==> src/rtl/serprog_host.sv <==
module serprog_host #(
  parameter int HALF_CYC   = 4,
  parameter int RST_CYC    = 4,
  parameter int SETTLE_CYC = 1_000_000,
  parameter int WR_CYC     = 225_000,
  parameter int MAX_TRIES  = 4,
  parameter int PAGE_WORDS = 32,
  parameter int PAGE_W     = 7,
  localparam int IDX_W     = $clog2(PAGE_WORDS)
) (
  input  logic              clk,
  input  logic              rst_n,
  input  logic              start,
  input  logic [PAGE_W-1:0] page,
  output logic              done,
  output logic              err,
  output logic [IDX_W-1:0]  wd_idx,
  input  logic [15:0]       wd_data,
  output logic              sck,
  output logic              mosi,
  input  logic              miso,
  output logic              tgt_rst
);

  localparam int HW = $clog2(HALF_CYC + 1);
  localparam int TW = $clog2(MAX_TRIES + 1);
  localparam logic [7:0] OP_EN  = 8'hAC;
  localparam logic [7:0] SYNC   = 8'h53;
  localparam logic [7:0] OP_LLO = 8'h40;
  localparam logic [7:0] OP_LHI = 8'h48;
  localparam logic [7:0] OP_WPG = 8'h4C;
  localparam logic [7:0] OP_RLO = 8'h20;

  typedef enum logic [3:0] {
    S_IDLE, S_RLOW, S_RPUL, S_SETL, S_ENA, S_SCAN,
    S_LOAD, S_WPG, S_POLL, S_WAIT, S_FIN, S_ERR
  } st_t;

  st_t               st;
  logic [31:0]       cnt;
  logic [TW-1:0]     tries;
  logic [IDX_W-1:0]  idx;
  logic              hb, nonff, issued;
  logic [7:0]        poll_val;
  logic [PAGE_W-1:0] pg;

  logic              fr_act, fr_done, sck_q;
  logic [31:0]       sh, tx;
  logic [15:0]       rx;
  logic [4:0]        bitn;
  logic [HW-1:0]     dcnt;

  logic        fr_state, go, last_idx, word_ff;
  logic [15:0] waddr;

  assign fr_state = (st == S_ENA) || (st == S_LOAD) || (st == S_WPG) || (st == S_POLL);
  assign go       = fr_state && !issued;
  assign last_idx = (idx == IDX_W'(PAGE_WORDS - 1));
  assign word_ff  = (wd_data == 16'hFFFF);
  assign waddr    = 16'({pg, idx});

  always_comb begin
    case (st)
      S_ENA:   tx = {OP_EN, SYNC, 16'h0000};
      S_LOAD:  tx = hb ? {OP_LHI, 8'h00, 8'(idx), wd_data[15:8]}
                       : {OP_LLO, 8'h00, 8'(idx), wd_data[7:0]};
      S_WPG:   tx = {OP_WPG, waddr, 8'h00};
      default: tx = {OP_RLO, waddr, 8'h00};
    endcase
  end

  always_ff @(posedge clk) begin
    if (!rst_n) begin
      st       <= S_IDLE;
      cnt      <= '0;
      tries    <= '0;
      idx      <= '0;
      hb       <= 1'b0;
      nonff    <= 1'b0;
      issued   <= 1'b0;
      poll_val <= '0;
      pg       <= '0;
    end else begin
      if (go)      issued <= 1'b1;
      if (fr_done) issued <= 1'b0;
      case (st)
        S_IDLE, S_ERR:
          if (start) begin
            st    <= S_RLOW;
            cnt   <= '0;
            tries <= '0;
            pg    <= page;
          end
        S_RLOW:
          if (cnt == 32'(RST_CYC - 1)) begin
            st  <= S_RPUL;
            cnt <= '0;
          end else cnt <= cnt + 1;
        S_RPUL:
          if (cnt == 32'(RST_CYC - 1)) begin
            st  <= S_SETL;
            cnt <= '0;
          end else cnt <= cnt + 1;
        S_SETL:
          if (cnt == 32'(SETTLE_CYC - 1)) begin
            st  <= S_ENA;
            cnt <= '0;
          end else cnt <= cnt + 1;
        S_ENA:
          if (fr_done) begin
            if (rx[15:8] == SYNC) begin
              st    <= S_SCAN;
              idx   <= '0;
              nonff <= 1'b0;
            end else if (tries == TW'(MAX_TRIES - 1)) begin
              st <= S_ERR;
            end else begin
              tries <= tries + 1;
              st    <= S_RPUL;
              cnt   <= '0;
            end
          end
        S_SCAN: begin
          if (!word_ff) nonff <= 1'b1;
          if (idx == '0) poll_val <= wd_data[7:0];
          if (last_idx) begin
            idx <= '0;
            hb  <= 1'b0;
            st  <= (nonff || !word_ff) ? S_LOAD : S_FIN;
          end else idx <= idx + 1;
        end
        S_LOAD:
          if (fr_done) begin
            if (!hb) hb <= 1'b1;
            else begin
              hb <= 1'b0;
              if (last_idx) begin
                idx <= '0;
                st  <= S_WPG;
              end else idx <= idx + 1;
            end
          end
        S_WPG:
          if (fr_done) begin
            st  <= (poll_val == 8'hFF) ? S_WAIT : S_POLL;
            cnt <= '0;
          end
        S_POLL:
          if (fr_done && rx[7:0] == poll_val) st <= S_FIN;
        S_WAIT:
          if (cnt == 32'(WR_CYC - 1)) st <= S_FIN;
          else cnt <= cnt + 1;
        S_FIN:   st <= S_IDLE;
        default: st <= S_IDLE;
      endcase
    end
  end

  always_ff @(posedge clk) begin
    if (!rst_n) begin
      fr_act  <= 1'b0;
      fr_done <= 1'b0;
      sck_q   <= 1'b0;
      sh      <= '0;
      rx      <= '0;
      bitn    <= '0;
      dcnt    <= '0;
    end else begin
      fr_done <= 1'b0;
      if (go) begin
        fr_act <= 1'b1;
        sh     <= tx;
        bitn   <= '0;
        dcnt   <= '0;
        sck_q  <= 1'b0;
      end else if (fr_act) begin
        if (dcnt == HW'(HALF_CYC - 1)) begin
          dcnt <= '0;
          if (!sck_q) begin
            sck_q <= 1'b1;
            rx    <= {rx[14:0], miso};
          end else begin
            sck_q <= 1'b0;
            sh    <= {sh[30:0], 1'b0};
            if (bitn == 5'd31) begin
              fr_act  <= 1'b0;
              fr_done <= 1'b1;
            end else bitn <= bitn + 1;
          end
        end else dcnt <= dcnt + 1;
      end
    end
  end

  assign sck     = sck_q;
  assign mosi    = fr_act & sh[31];
  assign done    = (st == S_FIN);
  assign err     = (st == S_ERR);
  assign wd_idx  = idx;
  assign tgt_rst = (st == S_IDLE) || (st == S_RPUL) || (st == S_FIN) || (st == S_ERR);

endmodule

==> config.mk <==
export PLATFORM = sky130hd
export DESIGN_NAME = serprog_host
export DESIGN_NICKNAME = d
export VERILOG_FILES = /design/src/rtl/serprog_host.sv
export SDC_FILE = /design/constraint.sdc
export NUM_CORES = 1
export LEC_CHECK = 0
export BUFFER_PORTS_ARGS = -buffer_cell sky130_fd_sc_hd__buf_4
export CORE_AREA = 2 2 106 108
export DETAILED_ROUTE_END_ITERATION = 8
export DIE_AREA = 0 0 108 110
export PLACE_DENSITY_LB_ADDON = 0.15
export SLEW_MARGIN = 20
export SYNTH_ARGS = -nofsm -noshare
export SYNTH_HDL_FRONTEND = slang
export SYNTH_SLANG_ARGS = --single-unit
==> constraint.sdc <==
create_clock -name clk -period 3.8 [get_ports clk]
set_input_delay 0 -clock clk [delete_from_list [all_inputs] [get_ports clk]]
set_output_delay 0 -clock clk [all_outputs]
set_load 0.02 [all_outputs]
==> flow_metrics.tcl <==
set metrics [dict create \
    cp.arrival_ns 3.61 \
    synth_top_area_frac 0.3856 \
    clk_latency_ns 0.54 \
    synth_warnings 0 \
    cpPeakStageDelay_ns 0.87 \
    remaining_drc_errors 0 \
    die_h_um 110 \
    htreeDepth 4 \
    synth_top_flop_cell "dfxtp_1" \
    tightest_slew_ns 0.9931 \
    cp_max_fo 26 \
    synth_edf_count 0 \
    ir_drop_v 0.0003230 \
    maxSlewViolCount 0 \
    drt_iter0_drc 605 \
    powerDensity_mw_per_mm2 434.2 \
    cp_cell_sequence "nand2b_1, a22oi_2, nor2_4, or3_1, mux2i_1, nor2_1, dlygate4sd3_1" \
    dpl.hpwl_um 10420 \
    syn-num-nets 814 \
    clk_pin_slew_worst_paths_ns 0.06 \
    swShare 0.2604 \
    slew_headroom 0.3379 \
    crit_path_top_delay_cell "dfxtp_1" \
    hold_viol 0 \
    power.share.clock 0.483 \
    yosysMostFrequentCell "dfxtp_1" \
    vias_per_cell 6.232 \
    ys_seq_area_frac 0.3856 \
    min_period_over_period 0.8371 \
    ios 37 \
    antenna_found_initial 0 \
    p_sw_uw 834.5 \
    fin_crit_ns 3.181 \
    dp_slack_ns 1.038 \
    rsz0062_at_grt "false" \
    dr_total_vias 6026 \
    endpoint_kind "flop" \
    grt_usage 0.2861 \
    finalWirelength_um 16220 \
    report.final.setup_viol 0 \
    ant_nets 0 \
    syn_to_final_growth_pct 17.49 \
    cts_root_buffer "clkbuf_8" \
    dr.pass1.iters 5 \
    drive_above_1_share 0.1064 \
    syn_area_mm2 0.006282 \
    wl_per_cell_um 16.77 \
    clkSinkCount 121 \
    grt_first_pass_wirelength_um 26650 \
    ys_top_cells_by_count "dfxtp_1, nand2_1, nor2_1" \
    clock_skew_ns 0.008335 \
    cts_made_buffers 17 \
    fin_nets 850 \
    grt_max_degree 62 \
    fin_setup_tns_ns 0 \
    synth_async_sr_flop_share 0 \
    synth.avg_cell_area_um2 8.075 \
    cts_tree "done" \
    cp-start-kind "flop" \
    placement.io_buffers 36 \
    die_x_um 108 \
    yosysTopAreaCell "dfxtp_1" \
    gp_congestion 0.9128 \
    ys_ff_latch 121 \
    gr-total-overflow 0 \
    regToRegSetupSlack_ns 0.62 \
    syn_inst 778 \
    p_leak_nw 2.862 \
    dieArea_mm2 0.01188 \
    first_global_vias 5502 \
    crit_required_ns 4.23 \
    maxCapViolCount 0 \
    initial_core_util 0.5873 \
    finalWorstSetupSlack_ns 0.6190 \
    rows 38 \
    clk_path_buf_depth 2 \
    p_seq_frac 0.408 \
    r2r_cells 7 \
    core_area_mm2 0.01070 \
    ys_top_cells_by_area "dfxtp_1, mux2i_1, nand2_1" \
    hold_depth 4 \
    hp-class "in2reg" \
    path_class "reg2reg" \
    antenna_cells 0 \
    ys_types 69 \
    status "finished clean" \
    clock.fmax_mhz 314.4 \
    p_comb_frac 0.109 \
    power.internal_mw 2.371 \
]
## power by group through the flow
stage	registers, mW	clock network (mW)	logic, mW
after floorplan	1.32	0	0.257
after global placement	1.33	0	0.313
after detailed placement	1.33	0	0.320
after CTS	1.31	1.56	0.343
after global routing	1.31	1.62	0.383
final	1.31	1.55	0.350
## path summary, 6_finish.rpt
check / start / to
worst min register to register: dcnt[2]$_SDFFE_PP0P_ / dcnt[2]$_SDFFE_PP0P_
worst min-delay path: page[5] / pg[5]$_SDFFE_PN0P_
worst max-delay path: st[1]$_SDFFE_PN0P_ / rx[0]$_SDFFE_PN0P_
worst max register to register: st[1]$_SDFFE_PN0P_ / rx[0]$_SDFFE_PN0P_
## critical path: cells and delay by family, from the launching register on
kind                   cells  cell delay (ns)
and+or+nand+nor            4             1.21
DFF                        1             0.87
buffers and inverters      1             0.57
muxes                      1             0.26
AOI/OAI and AO/OA          1             0.16
## state kept, by name (all words and copies together), names as in the netlist, 3 cells and up
signal    flops
sh           32
bitn          5
wd_idx        5
poll_val      8
st            4
rx           16
pg            7
tries         3
dcnt          3
cnt          32
## per-stage QoR
stage	cell area [um^2]	cells	util	power [mW]	hold WS, ns
2_1_floorplan	6282	778	-	1.573	0.1439
3_3_place_gp	6520	906	0.6095	1.646	0.2293
3_5_place_dp	6520	906	0.6095	1.655	0.2385
4_1_cts	7381	967	0.6899	3.210	0.2217
5_1_grt	7381	967	0.6899	3.314	0.2499
6_report	7381	967	0.6899	3.205	0.2425
## cells in the final DEF (no fill, tap or decap), drive strengths merged, types with 7 or more instances in the layout
cell and instances:
xor2 10, clkinv 7, dfxtp 121, o211ai 13, and2 8, nand4 20
a21oi 41, o21ai 39, or3 10, buf 42, nand3 43, nor2b 9
nand2 105, dlygate4sd3 29, and3 13, nor3 15, a31oi 24, nor4 7
inv 9, clkbuf 20, nand3b 7, nand2b 11, ha 9, mux2i 45
nor2 84
## cell type report
class | instances | area, um^2
clock buffers | 20 | 445.4
clock inverters | 12 | 125.1
fillers | 888 | 3317
inverters | 9 | 33.78
multi-input cells | 594 | 3573
flip-flops and latches | 121 | 2422
well taps | 140 | 175.2
repair buffers | 71 | 605.6
## per-layer routing
metal / track usage / part of all wire / up-vias
li1: - / - / 2903
met1: 0.3640 / 0.44 / 2846
met2: 0.4578 / 0.47 / 230
met3: 0.06467 / 0.059 / 47
met4: 0.1456 / 0.029 / 0
met5: 0 / 0 / -
## cell families (layout without fill, tap and decap cells)
logic type	count (synthesis)	count (layout)	synth area share
multiplexers	46	46	0.07349
AND/OR/NAND/NOR	358	358	0.2862
flip-flops	121	121	0.3856
XOR/XNOR	12	12	0.01673
adder cells (fa/ha/maj)	9	9	0.01793
buffers and inverters	63	112	0.04561
AO/OA/AOI/OAI	169	169	0.1745
## timing repair
item | 4_1_cts | 5_1_grt
gates resized for setup | 0 | 0
setup endpoints to repair | 0 | 0
hold buffers | 29 | 0
endpoints found under the hold margin | 38 | 0
buffers inserted | 0 | 0
No activity file was read; power rests on OpenSTA's default activity.
